===== src/rtl/spd_pkg.sv =====
package spd_pkg;
  // Byte positions inside the record (the decode depends on them)
  localparam int unsigned POS_ROWS  = 3;
  localparam int unsigned POS_COLS  = 4;
  localparam int unsigned POS_CS    = 5;
  localparam int unsigned POS_WLO   = 6;
  localparam int unsigned POS_WHI   = 7;
  localparam int unsigned POS_RFSH  = 12;
  localparam int unsigned POS_BANKS = 17;
  localparam int unsigned POS_CAS   = 18;

  localparam int unsigned ROW_MAX = 14;
  localparam int unsigned COL_MAX = 11;
  localparam int unsigned BUS_LOG2 = 3;

  typedef struct packed {
    logic [3:0]  rows;
    logic [3:0]  cols;
    logic [3:0]  cs;
    logic [15:0] width;
    logic [6:0]  rfsh_code;
    logic [7:0]  banks;
    logic [1:0]  cas;
  } spd_raw_t;

  typedef struct packed {
    logic [3:0]  rows;
    logic [3:0]  cols;
    logic [7:0]  bank_log2;
    logic [3:0]  cs;
    logic [15:0] width;
    logic [6:0]  rfsh_ticks;
    logic [1:0]  cas;
    logic [8:0]  size_exp;
    logic        cksum_err;
    logic        width_warn;
  } spd_cfg_t;
endpackage


===== src/rtl/spd_capture.sv =====
module spd_capture
  import spd_pkg::*;
#(
  parameter int unsigned IDX_W = 6
) (
  input  logic             clk,
  input  logic             rst_n,
  input  logic             acc,
  input  logic [IDX_W-1:0] idx,
  input  logic [7:0]       data,
  output spd_raw_t         raw
);
  spd_raw_t raw_q;

  always_ff @(posedge clk or negedge rst_n) begin
    if (!rst_n) begin
      raw_q <= '0;
    end else if (acc) begin
      if (idx == '0) begin
        raw_q <= '0;
      end else if (idx == IDX_W'(POS_ROWS)) begin
        raw_q.rows <= data[3:0];
      end else if (idx == IDX_W'(POS_COLS)) begin
        raw_q.cols <= data[3:0];
      end else if (idx == IDX_W'(POS_CS)) begin
        raw_q.cs <= data[3:0];
      end else if (idx == IDX_W'(POS_WLO)) begin
        raw_q.width[7:0] <= data;
      end else if (idx == IDX_W'(POS_WHI)) begin
        raw_q.width[15:8] <= data;
      end else if (idx == IDX_W'(POS_RFSH)) begin
        raw_q.rfsh_code <= data[6:0];
      end else if (idx == IDX_W'(POS_BANKS)) begin
        raw_q.banks <= data;
      end else if (idx == IDX_W'(POS_CAS)) begin
        // lowest supported latency wins; an empty mask falls back to 3
        if (data[0])      raw_q.cas <= 2'd1;
        else if (data[1]) raw_q.cas <= 2'd2;
        else              raw_q.cas <= 2'd3;
      end
    end
  end

  assign raw = raw_q;

  // a captured mask always yields a latency in 1..3
  assert_cas_capture_R7: assert property (@(posedge clk) disable iff (!rst_n)
    (acc && idx == IDX_W'(POS_CAS)) |=> (raw_q.cas != 2'd0));
endmodule


===== src/rtl/spd_checksum.sv =====
module spd_checksum #(
  parameter int unsigned IDX_W = 6,
  parameter int unsigned LAST  = 63
) (
  input  logic             clk,
  input  logic             rst_n,
  input  logic             acc,
  input  logic [IDX_W-1:0] idx,
  input  logic [7:0]       data,
  output logic [7:0]       sum
);
  logic [7:0] sum_q;

  always_ff @(posedge clk or negedge rst_n) begin
    if (!rst_n) begin
      sum_q <= '0;
    end else if (acc) begin
      if (idx == '0)                  sum_q <= data;
      else if (idx < IDX_W'(LAST))    sum_q <= sum_q + data;
    end
  end

  assign sum = sum_q;

  // a restart seeds the running sum with byte 0 alone
  assert_sum_restart_R8: assert property (@(posedge clk) disable iff (!rst_n)
    (acc && idx == '0) |=> (sum_q == $past(data)));
  // the checksum byte itself never enters the sum
  assert_sum_hold_R8: assert property (@(posedge clk) disable iff (!rst_n)
    (acc && idx == IDX_W'(LAST)) |=> (sum_q == $past(sum_q)));
endmodule


===== src/rtl/spd_resolve.sv =====
module spd_resolve
  import spd_pkg::*;
(
  input  spd_raw_t raw,
  output spd_cfg_t cfg
);
  logic [3:0] rows_c, cols_c;
  logic [7:0] bank_c;
  logic [6:0] ticks_c;
  logic [1:0] cas_c;

  always_comb begin
    rows_c = (raw.rows > 4'(ROW_MAX)) ? 4'(ROW_MAX) : raw.rows;
    cols_c = (raw.cols > 4'(COL_MAX)) ? 4'(COL_MAX) : raw.cols;

    case (raw.banks)
      8'd2:    bank_c = 8'd1;
      8'd4:    bank_c = 8'd2;
      8'd8:    bank_c = 8'd3;
      default: bank_c = raw.banks;
    endcase

    case (raw.rfsh_code)
      7'd1:    ticks_c = 7'd2;
      7'd2:    ticks_c = 7'd6;
      7'd3:    ticks_c = 7'd29;
      7'd4:    ticks_c = 7'd60;
      7'd5:    ticks_c = 7'd120;
      default: ticks_c = 7'd14;
    endcase

    cas_c = (raw.cas < 2'd2) ? 2'd2 : raw.cas;

    cfg            = '0;
    cfg.rows       = rows_c;
    cfg.cols       = cols_c;
    cfg.bank_log2  = bank_c;
    cfg.cs         = raw.cs;
    cfg.width      = raw.width;
    cfg.rfsh_ticks = ticks_c;
    cfg.cas        = cas_c;
    cfg.size_exp   = 9'(rows_c) + 9'(cols_c) + 9'(bank_c) + 9'(BUS_LOG2);
    cfg.width_warn = (raw.width != 16'd64) && (raw.width != 16'd72);
    cfg.cksum_err  = 1'b0;
  end
endmodule


===== src/rtl/spd_cfg_decoder.sv =====
module spd_cfg_decoder
  import spd_pkg::*;
#(
  parameter int unsigned NUM_BYTES = 64,
  localparam int unsigned IDX_W = $clog2(NUM_BYTES),
  localparam int unsigned LAST  = NUM_BYTES - 1
) (
  input  logic             clk,
  input  logic             rst_n,
  input  logic             in_valid,
  output logic             in_ready,
  input  logic [IDX_W-1:0] in_index,
  input  logic [7:0]       in_byte,
  output logic [3:0]       row_bits,
  output logic [3:0]       col_bits,
  output logic [7:0]       bank_log2,
  output logic [3:0]       cs_count,
  output logic [15:0]      data_width,
  output logic [6:0]       refresh_ticks,
  output logic [1:0]       cas_latency,
  output logic [8:0]       size_exp,
  output logic             cksum_err,
  output logic             width_warn,
  output logic             done
);
  logic       ready_q, done_q, acc;
  spd_raw_t   raw;
  spd_cfg_t   resolved, cfg_q;
  logic [7:0] sum;

  assign acc = in_valid && ready_q;

  spd_capture #(.IDX_W(IDX_W)) u_capture (
    .clk(clk), .rst_n(rst_n), .acc(acc), .idx(in_index), .data(in_byte), .raw(raw)
  );

  spd_checksum #(.IDX_W(IDX_W), .LAST(LAST)) u_checksum (
    .clk(clk), .rst_n(rst_n), .acc(acc), .idx(in_index), .data(in_byte), .sum(sum)
  );

  spd_resolve u_resolve (.raw(raw), .cfg(resolved));

  always_ff @(posedge clk or negedge rst_n) begin
    if (!rst_n) begin
      ready_q <= 1'b0;
      done_q  <= 1'b0;
      cfg_q   <= '0;
    end else begin
      ready_q <= 1'b1;
      done_q  <= acc && (in_index == IDX_W'(LAST));
      if (acc && in_index == '0) begin
        cfg_q <= '0;
      end else if (acc && in_index == IDX_W'(LAST)) begin
        cfg_q           <= resolved;
        cfg_q.cksum_err <= (sum != in_byte);
      end
    end
  end

  assign in_ready      = ready_q;
  assign done          = done_q;
  assign row_bits      = cfg_q.rows;
  assign col_bits      = cfg_q.cols;
  assign bank_log2     = cfg_q.bank_log2;
  assign cs_count      = cfg_q.cs;
  assign data_width    = cfg_q.width;
  assign refresh_ticks = cfg_q.rfsh_ticks;
  assign cas_latency   = cfg_q.cas;
  assign size_exp      = cfg_q.size_exp;
  assign cksum_err     = cfg_q.cksum_err;
  assign width_warn    = cfg_q.width_warn;

  assert_ready_holds_R1: assert property (@(posedge clk) disable iff (!rst_n)
    $past(ready_q) |-> ready_q);
  assert_clamp_R2: assert property (@(posedge clk) disable iff (!rst_n)
    (row_bits <= 4'(ROW_MAX)) && (col_bits <= 4'(COL_MAX)));
  assert_refresh_set_R5: assert property (@(posedge clk) disable iff (!rst_n)
    done |-> (refresh_ticks == 7'd14 || refresh_ticks == 7'd2 || refresh_ticks == 7'd6 ||
              refresh_ticks == 7'd29 || refresh_ticks == 7'd60 || refresh_ticks == 7'd120));
  assert_cas_floor_R7: assert property (@(posedge clk) disable iff (!rst_n)
    done |-> (cas_latency >= 2'd2));
  assert_done_pulse_R10: assert property (@(posedge clk) disable iff (!rst_n)
    (acc && in_index == IDX_W'(LAST)) |=> done);
  assert_done_single_R10: assert property (@(posedge clk) disable iff (!rst_n)
    done |=> !done);
  assert_outputs_hold_R10: assert property (@(posedge clk) disable iff (!rst_n)
    !(acc && (in_index == '0 || in_index == IDX_W'(LAST))) |=> $stable(cfg_q));
  assert_restart_clears_R11: assert property (@(posedge clk) disable iff (!rst_n)
    (acc && in_index == '0) |=> (!cksum_err && !width_warn && !done && size_exp == '0));
endmodule


===== config.mk =====
export PLATFORM = sky130hd
export DESIGN_NAME = spd_cfg_decoder
export DESIGN_NICKNAME = d
export VERILOG_FILES = /design/src/rtl/spd_pkg.sv /design/src/rtl/spd_capture.sv /design/src/rtl/spd_checksum.sv /design/src/rtl/spd_resolve.sv /design/src/rtl/spd_cfg_decoder.sv
export SDC_FILE = /design/constraint.sdc
export NUM_CORES = 1
export LEC_CHECK = 0
export ABC_CLOCK_PERIOD_IN_PS = 3800
export BUFFER_PORTS_ARGS = -buffer_cell sky130_fd_sc_hd__buf_2
export CAP_MARGIN = 25
export CORE_ASPECT_RATIO = 1.4
export CORE_MARGIN = 1
export CORE_UTILIZATION = 55
export CTS_CLUSTER_DIAMETER = 60
export CTS_CLUSTER_SIZE = 40
export DETAILED_ROUTE_END_ITERATION = 6
export PLACE_DENSITY_LB_ADDON = 0.2
export SLEW_MARGIN = 15
export SYNTH_ARGS = -nofsm -noshare
export SYNTH_HDL_FRONTEND = slang
export SYNTH_SLANG_ARGS = --single-unit

===== constraint.sdc =====
create_clock -name clk -period 3.8 [get_ports clk]
set_input_delay 0.19 -clock clk [delete_from_list [all_inputs] [get_ports clk]]
set_output_delay 0.19 -clock clk [all_outputs]
set_load 0.005 [all_outputs]

# Word level (Yosys, flattened, before mapping)
# Index checks and enable logic that the tools add are counted.
# word_totals
ff_bits	111
latchBits	0
mem_bits_rw	0
mem_bits_ro	0
in_bits	17
output_inout_bits	58
word_cells	108
n_memories	0
# op_classes
add_sub_neg	4
n_mul	0
div_mod_pow	0
order_cmp	4
n_eq_ne	27
n_shift	0
mux	28
n_bitwise	0
n_reduce_logical	24
# ops
cell	count
56-bit 2-to-1 mux	2
8-bit 2-to-1 mux	6
45-bit 2-to-1 mux	1
41-bit 2-to-1 mux	1
37-bit 2-to-1 mux	1
7-bit case mux with 5 select lines	1
17-bit 2-to-1 mux	2
33-bit 2-to-1 mux	1
16-bit by 7-bit inequality test with 1-bit output, second input constant	2
6-bit by 3-bit == test with 1-bit output, second input constant	4
8-bit case mux with 3 select lines	1
4-bit 2-to-1 mux	5
2-bit nonzero test	10
7-bit by 2-bit == test with 1-bit output, second input constant	2
7-bit by 3-bit == test with 1-bit output, second input constant	2
2-bit inequality test, second input constant	7
6-bit by 5-bit == test with 1-bit output, second input constant	2
10-bit 2-to-1 mux	1
9-bit by 2-bit adder with 9-bit output, second input constant	1
9-bit by 8-bit adder with 9-bit output	1
9-bit AND reduction	1
8-bit adder	1
8-bit by 2-bit == test with 1-bit output, second input constant	1
8-bit by 3-bit == test with 1-bit output, second input constant	1
other kinds (22)	30

# Depth between registers and ports, before layout
# Gate-level depths: netlist of run 1.
# depth
ltp_word	11
depth_mapped	16

# By module
# From an unflattened synthesis of run 1, not the netlist that was laid out.
# unflattened
hier_cells	487
area_unflattened_um2	5646.7
# modules_own_cells
module	n_inst	cells_per_inst	area_per_inst_um2
spd_cfg_decoder	1	148	2172.1
spd_capture	1	140	1951.9
spd_resolve	1	113	807.0
spd_checksum	1	86	715.7

# Worst setup path after synthesis of run 1
# No wires, ideal clock.
# synth_path
path_type	reg-to-reg
start	register u_capture.raw_q, in the netlist u_capture.raw[44]
end	register cfg_q, in the netlist size_exp[7]
t_arrival_ns	2.921
t_required_ns	3.717
path_slack_ns	0.796
path_stages_with_launch	16
n_path_buf	0
cell_sequence	dfrtp_1 a31oi_1 ha_1 inv_1 fa_1 ha_1 inv_1 ha_1 inv_1 fa_1 nor2b_1 o21ai_0 a21boi_0 o21ai_0 xor2_1 o21ai_0
# synth_via
elab_chain_len	7
# synth_lines
element	line	source
start: declaration	spd_capture.sv:13	spd_raw_t raw_q;
4-bit greater-than comparator	spd_resolve.sv:13	rows_c = (raw.rows > 4'(ROW_MAX)) ? 4'(ROW_MAX) : raw.rows;
4-bit 2-to-1 mux *	spd_resolve.sv:13	
4-bit by 4-bit adder with 5-bit output *	spd_resolve.sv:42	cfg.size_exp = 9'(rows_c) + 9'(cols_c) + 9'(bank_c) + 9'(BUS_LOG2);
9-bit by 8-bit adder with 9-bit output *	spd_resolve.sv:42	
9-bit by 2-bit adder with 9-bit output *	spd_resolve.sv:42	
56-bit 2-to-1 mux *	spd_cfg_decoder.sv:53	end else if (acc && in_index == IDX_W'(LAST)) begin
56-bit 2-to-1 mux *	spd_cfg_decoder.sv:51	if (acc && in_index == '0) begin
end signal: assignment	spd_cfg_decoder.sv:54	cfg_q <= resolved;
end: declaration	spd_cfg_decoder.sv:28	spd_cfg_t resolved, cfg_q;
# Mark *: on every way between the ends. The rest lies on a longest branch, timed or not. The select of a mux whose other input is x is not followed.
# A chain may end at the register's enable or synchronous reset.

# Worst setup path after layout of run 1
# Same ends and word-level chain as after synthesis.

==> impl_metrics.ini, run 1 <==
[worst_setup_path]
worstSetupPathType = reg2reg
crit_family = adder cells
reg2reg_depth = 15
cp_slowest_cell = dfrtp_1
cp_slowest_stage_delay_ps = 430
crit_required_ps = 4050
critPathArrivalTime_ps = 3620
cp_max_fo = 4
cp-start-kind = register
cp_cell_sequence = a31oi_1 -> ha_1 -> inv_1 -> fa_1 -> ha_1 -> inv_1 -> ha_1 -> inv_1 -> fa_1 -> nor2b_1 -> o21ai_0 -> a21boi_0 -> o21ai_0 -> xor2_1 -> o21ai_0
worstSetupPathDepth = 15
crit_buf_inv = 3
endpoint_kind = register

[global_routing]
grt_pass1_vias = 3758
antenna_found_initial = 0
grt_max_degree = 70
grt_pass1_wl_um = 18800
gr-total-overflow = 0
grt.total_usage_pct = 24.2

[route]
num_vias = 3678
wl_met3_um = 447
antenna_left = 0
wl_met1_um = 4740
drtIter0Drc = 143
routed_wl_um = 11100
wl_met2_um = 5610
wl_per_cell_um = 17.7
drc = 7
maxUsedRoutingLayer = met4
via_per_inst = 5.86
drtPass1Iterations = 7

[yosys]
synth_edf_count = 0
synth.avg_cell_area_sq_um = 11.8
ys_ff_latch = 111
synth_ff_type = dfrtp_1
async_flop_share_pct = 100
synth_cells = 449
synth_cell_types = 50
synthesis.area_sq_mm = 0.00530
syn_nets = 490
seq_area_frac_synth_pct = 52.4
ys_warn_count = 0

[cts]
cts.sinks = 111
postCtsSetupRepairBufs = 0
clkSlewWorstSetupHoldPaths_ps = 70
cts_max_path_buffers = 2
h-tree-depth = 3
cts_tree = yes
cts-root-buf = clkbuf_16
cts-buffers-inserted = 9
worstSkewPairLatency_ps = 350
cts_resized = 0
cts_hold_buffers = 1

[final_layout]
fin_nets = 554
drive_gt1_share_pct = 28.0
antennaDiodeCount = 0
syn_to_final_growth_pct = 12.7
layout_commonest_cell = dfrtp_1
most-common-layout-cells = dfrtp_1, buf_2, a22o_1

[timing]
setup_tns_ps = 0
max_slew_margin_pct = 41.6
fin_crit_sh_pct = 88.6
worst_slack_ps = 434
rsz0062_at_grt = false
max_freq_mhz = 297
clock_skew_ps = 5.06
final_max_slew_viol_count = 0
setup_viol = 0
min_period_ps = 3370
hold_viol = 0
timing.hold.ws_ps = 139
tightest_slew_ps = 876

[place]
pre_cts_slack_ps = 473
gp_congestion = 0.833
portBuffers = 74
dp_hpwl_um = 8120

[floorplanning]
ios = 75
rows = 42
die-area_sq_mm = 0.0100
start_util_pct = 56.3
core_area_sq_mm = 0.00941
fp.dieW_um = 85.0
die_h_um = 118

[power_and_ir_drop]
leakage_uw = 0.00307
total_power_uw = 3000
vdd_drop_max_uv = 293
power_density_mw_per_mm2 = 503

[outcome]
violations = design-rule violations
outcome = complete, but fails checks

[job]
cap_violations = 0

[hold_path]
hold_path_depth = 3
min_path_type = in2reg
area by class of cell:
type	instances	area [sq um]
fillers	776	3430
clock inverters	5	38.8
repair buffers	78	405
flip-flops and latches	111	2780
multi-input cells	296	2310
inverters	17	63.8
well taps	110	138
clock buffers	11	243
layer usage:
layer / up-vias / global-route usage [%]
met5: - / 0
met2: 105 / 39.9
li1: 1740 / -
met4: 0 / 10.4
met3: 28 / 4.61
met1: 1805 / 31.2
worst register-to-register path: stages (launching register included):
cell and delay, ps:
dfrtp_1 430, a31oi_1 260, ha_1 200, inv_1 50, fa_1 430, ha_1 280
inv_1 60, ha_1 160, inv_1 60, fa_1 410, nor2b_1 130, o21ai_0 110
a21boi_0 260, o21ai_0 140, xor2_1 160, o21ai_0 140
cell families (layout without fill, tap and decap cells):
family | Yosys count | after routing | synth area share, %
XOR/XNOR | 16 | 16 | 2.64
adder cells (fa/ha/maj) | 24 | 24 | 6.09
AO/OA/AOI/OAI | 108 | 108 | 14.6
AND/OR/NAND/NOR | 101 | 101 | 10.2
other | 1 | 1 | 0.0708
flip-flops | 111 | 111 | 52.4
buffers and inverters | 42 | 111 | 4.27
multiplexers | 46 | 46 | 9.63
worst paths after layout:
kind,to,from,slack [ps]
worst min register to register,refresh_ticks[2]$_DFFE_PN0P_,refresh_ticks[2]$_DFFE_PN0P_,460
worst max register to register,size_exp[7]$_DFFE_PN0P_,u_capture.raw[44]$_DFFE_PN0P_,430
worst max-delay path,size_exp[7]$_DFFE_PN0P_,u_capture.raw[44]$_DFFE_PN0P_,430
worst min-delay path,u_checksum.sum[6]$_DFFE_PN0P_,in_byte[6],140
min in group asynchronous,done$_DFF_PN0_,rst_n,500
max in group asynchronous,u_capture.raw[40]$_DFFE_PN0P_,rst_n,2450
synthesized netlist by cell type, types with 3 or more instances:
library cell	count	area share (%)
o31a_1	3	0.50
ha_1	21	5.0
nand4_1	3	0.35
nor3_4	3	0.92
nand3_1	5	0.47
buf_2	7	0.66
a21o_1	5	0.71
buf_4	4	0.57
nor2_1	17	1.2
dfrtp_1	111	52
nor2b_1	7	0.83
fa_1	3	1.1
nor4_1	5	0.59
buf_6	6	1.3
xor2_1	7	1.2
nand2_1	31	2.2
and2_1	8	0.94
a21oi_1	13	1.2
o21ai_0	29	2.7
xnor2_1	9	1.5
a22o_1	42	6.9
nor3_1	7	0.66
clkbuf_1	8	0.57
mux2i_1	6	1.1
inv_1	16	1.1
mux2_2	40	8.5
report_power, final:
| part | total [uW] | switching, uW | internal [uW] |
|---|---|---|---|
| combinational | 697 | 364 | 333 |
| clock | 892 | 424 | 468 |
| sequential | 1410 | 102 | 1310 |
state kept, by name (all words and copies together), names as in the netlist, 2 cells and up:
signal,flops
row_bits,4
data_width,16
refresh_ticks,7
bank_log2,8
size_exp,9
cas_latency,2
u_capture.raw,45
u_checksum.sum,8
cs_count,4
col_bits,4
through the flow:
stage	utilization [%]	cells	area, sq um
after floorplan	-	449	5300
after global placement	60.4	611	5680
after detailed placement	60.4	611	5680
after CTS	63.5	628	5970
after global routing	63.5	628	5970
final	63.5	628	5970
Power figures use the tool's default switching activity.
==> inputs of run 2 (changes only) <==
--- a/config.mk
+++ b/config.mk
@@ -6,7 +6,6 @@
 export NUM_CORES = 1
 export LEC_CHECK = 0
 export ABC_CLOCK_PERIOD_IN_PS = 3800
-export BUFFER_PORTS_ARGS = -buffer_cell sky130_fd_sc_hd__buf_2
 export CAP_MARGIN = 25
 export CORE_ASPECT_RATIO = 1.4
 export CORE_MARGIN = 1
@@ -14,6 +13,7 @@
 export CTS_CLUSTER_DIAMETER = 60
 export CTS_CLUSTER_SIZE = 40
 export DETAILED_ROUTE_END_ITERATION = 6
+export DONT_BUFFER_PORTS = 1
 export PLACE_DENSITY_LB_ADDON = 0.2
 export SLEW_MARGIN = 15
 export SYNTH_ARGS = -nofsm -noshare
==> run 2 against run 1 <==
Effect of this change: the flow still finishes with violations (design-rule violations); flip-flop and latch count stayed put; worst setup slack worse by 160 ps; register-to-register slack worse by 160 ps; hold slack worse by 93 ps; sequential share of layout area increased by 2.5 points; clock skew rose by 3.1 ps; sequential power hardly changed; final cell count is 11% lower; fmax down 4.5%; final area shrank 5.2%.
==> impl_metrics.ini, run 2 (synthesis gave the netlist of run 1 again) <==
[power_and_ir_drop]
vdd_drop_max_uv = 260
combPwrFrac_pct = 21.7
power_density_mw_per_mm2 = 525
leakage_uw = 0.00272
p_sw_share_pct = 29.6
clockPowerShare_pct = 30.5
switchingPower_uw = 881
power_frac_seq_pct = 47.8
p_int_uw = 2100

[floorplanning]
rows = 42
die_h_um = 118
start_util_pct = 56.3
die-area_sq_mm = 0.0100
ios = 75
fp.dieW_um = 85.0
core_area_sq_mm = 0.00941

[worst_setup_path]
crit_top_cell = o21ai_0
critPathArrivalTime_ps = 3780
cp_cell_sequence = nor4_1 -> nand2b_1 -> or3_1 -> o21ai_0 -> ha_1 -> inv_1 -> ha_1 -> inv_1 -> fa_1 -> nor2b_1 -> o21ai_0 -> a21boi_0 -> o21ai_0 -> xor2_1 -> o21ai_0
cp_slowest_cell = dfrtp_1
endpoint_kind = register
reg2reg_depth = 15
crit_required_ps = 4060
rrSetupSlack_ps = 280
regToRegStartpoint = u_capture.raw[7]$_DFFE_PN0P_
cp_slowest_stage_delay_ps = 410
reg2reg_to = size_exp[7]$_DFFE_PN0P_
cp_max_fo = 4
cp-start-kind = register
worstSetupPathType = reg2reg

[route]
antenna_left = 0
drtPass1Iterations = 6
drtIter0Drc = 147
num_vias = 3411
routed_wl_um = 11200
drc = 7
wl_per_cell_um = 20.0
via_per_inst = 6.11

[final_layout]
utilization_pct = 60.2
drive_gt1_share_pct = 15.6
most-common-layout-cells = dfrtp_1, a22o_1, mux2_2
largest_reg_flops = 45
fin_nets = 484
layout_commonest_cell = dfrtp_1
antennaDiodeCount = 0
syn_to_final_growth_pct = 6.89

[cts]
worstSkewPairLatency_ps = 350
cts.sinks = 111
cts_hold_buffers = 7
clkSlewWorstSetupHoldPaths_ps = 70
postCtsSetupRepairBufs = 0
cts-root-buf = clkbuf_16
cts_resized = 0
h-tree-depth = 3
cts-buffers-inserted = 9
cts_tree = yes
cts_max_path_buffers = 2

[global_routing]
gr-total-overflow = 0
antenna_found_initial = 0
grt_pass1_vias = 3525
grt.total_usage_pct = 23.6
grt_pass1_wl_um = 18100
grt_max_degree = 112

[outcome]
outcome = complete, but fails checks
violations = design-rule violations

[hold_path]
min_path_type = in2reg
hold_end = u_capture.raw[0]$_DFFE_PN0P_
holdCritStartpoint = in_index[0]
hold_path_depth = 2

[place]
pre_cts_slack_ps = 322
portBuffers = 0
gp_congestion = 0.831
dp_hpwl_um = 7820

[timing]
min_period_ps = 3520
worst_slack_ps = 276
setup_viol = 0
max_freq_mhz = 284
setup_tns_ps = 0
rsz0062_at_grt = false
tightest_slew_ps = 773
hold_viol = 0
final_max_slew_viol_count = 0
max_slew_margin_pct = 48.4
clock_skew_ps = 8.17
fin_crit_sh_pct = 92.7
timing.hold.ws_ps = 45.5

[job]
cap_violations = 0
## run 2: how the worst max path moves through the flow
stage | start | to | slack, ps | cells past startpoint
after global routing | u_capture.raw[7]$_DFFE_PN0P_ | size_exp[7]$_DFFE_PN0P_ | 100 | 15
after detailed placement | u_capture.raw[7]$_DFFE_PN0P_ | size_exp[7]$_DFFE_PN0P_ | 320 | 15
after global placement | u_capture.raw[7]$_DFFE_PN0P_ | size_exp[7]$_DFFE_PN0P_ | 540 | 15
after floorplan | u_capture.raw[44]$_DFFE_PN0P_ | size_exp[7]$_DFFE_PN0P_ | 800 | 15
after CTS | u_capture.raw[7]$_DFFE_PN0P_ | size_exp[7]$_DFFE_PN0P_ | 300 | 15
final | u_capture.raw[7]$_DFFE_PN0P_ | size_exp[7]$_DFFE_PN0P_ | 280 | 15
## run 2: area by class of cell
cell class | instances | area (sq um)
Sequential cell | 111 | 2780
Multi-Input combinational cell | 296 | 2310
Clock inverter | 5 | 41.3
Fill cell | 743 | 3740
Timing Repair Buffer | 8 | 95.1
Tap cell | 110 | 138
Inverter | 17 | 63.8
Clock buffer | 11 | 243
## run 2: metrics by stage
stage | total power, uW | instance area (sq um) | std cells
3_3_place_gp | 2030 | 5290 | 535
3_5_place_dp | 2060 | 5290 | 535
4_1_cts | 3000 | 5670 | 558
5_1_grt | 3130 | 5670 | 558
6_report | 2980 | 5670 | 558
2_1_floorplan | 1930 | 5300 | 449
## run 2: critical path, delay by kind of cell (launching register included)
| family | cells | cell delay, ps |
|---|---|---|
| buf+inv | 2 | 120 |
| fa+ha+maj | 3 | 840 |
| simple gates | 4 | 980 |
| compound gates | 5 | 930 |
| flops | 1 | 410 |
| xor+xnor | 1 | 170 |
## run 2: power groups by stage
stage,Combinational [uW],Clock (uW),Sequential [uW]
6_report,647,907,1420
2_1_floorplan,517,0,1410
3_5_place_dp,614,0,1450
4_1_cts,652,927,1420
5_1_grt,732,961,1440
3_3_place_gp,590,0,1440
## run 2: layer usage
metal | up-vias | global-route usage [%] | wire length (um)
met4 | 0 | 8.16 | 172
met3 | 13 | 6.42 | 579
li1 | 1594 | - | -
met2 | 90 | 40.6 | 5790
met5 | - | 0 | 0
met1 | 1714 | 28.4 | 4620
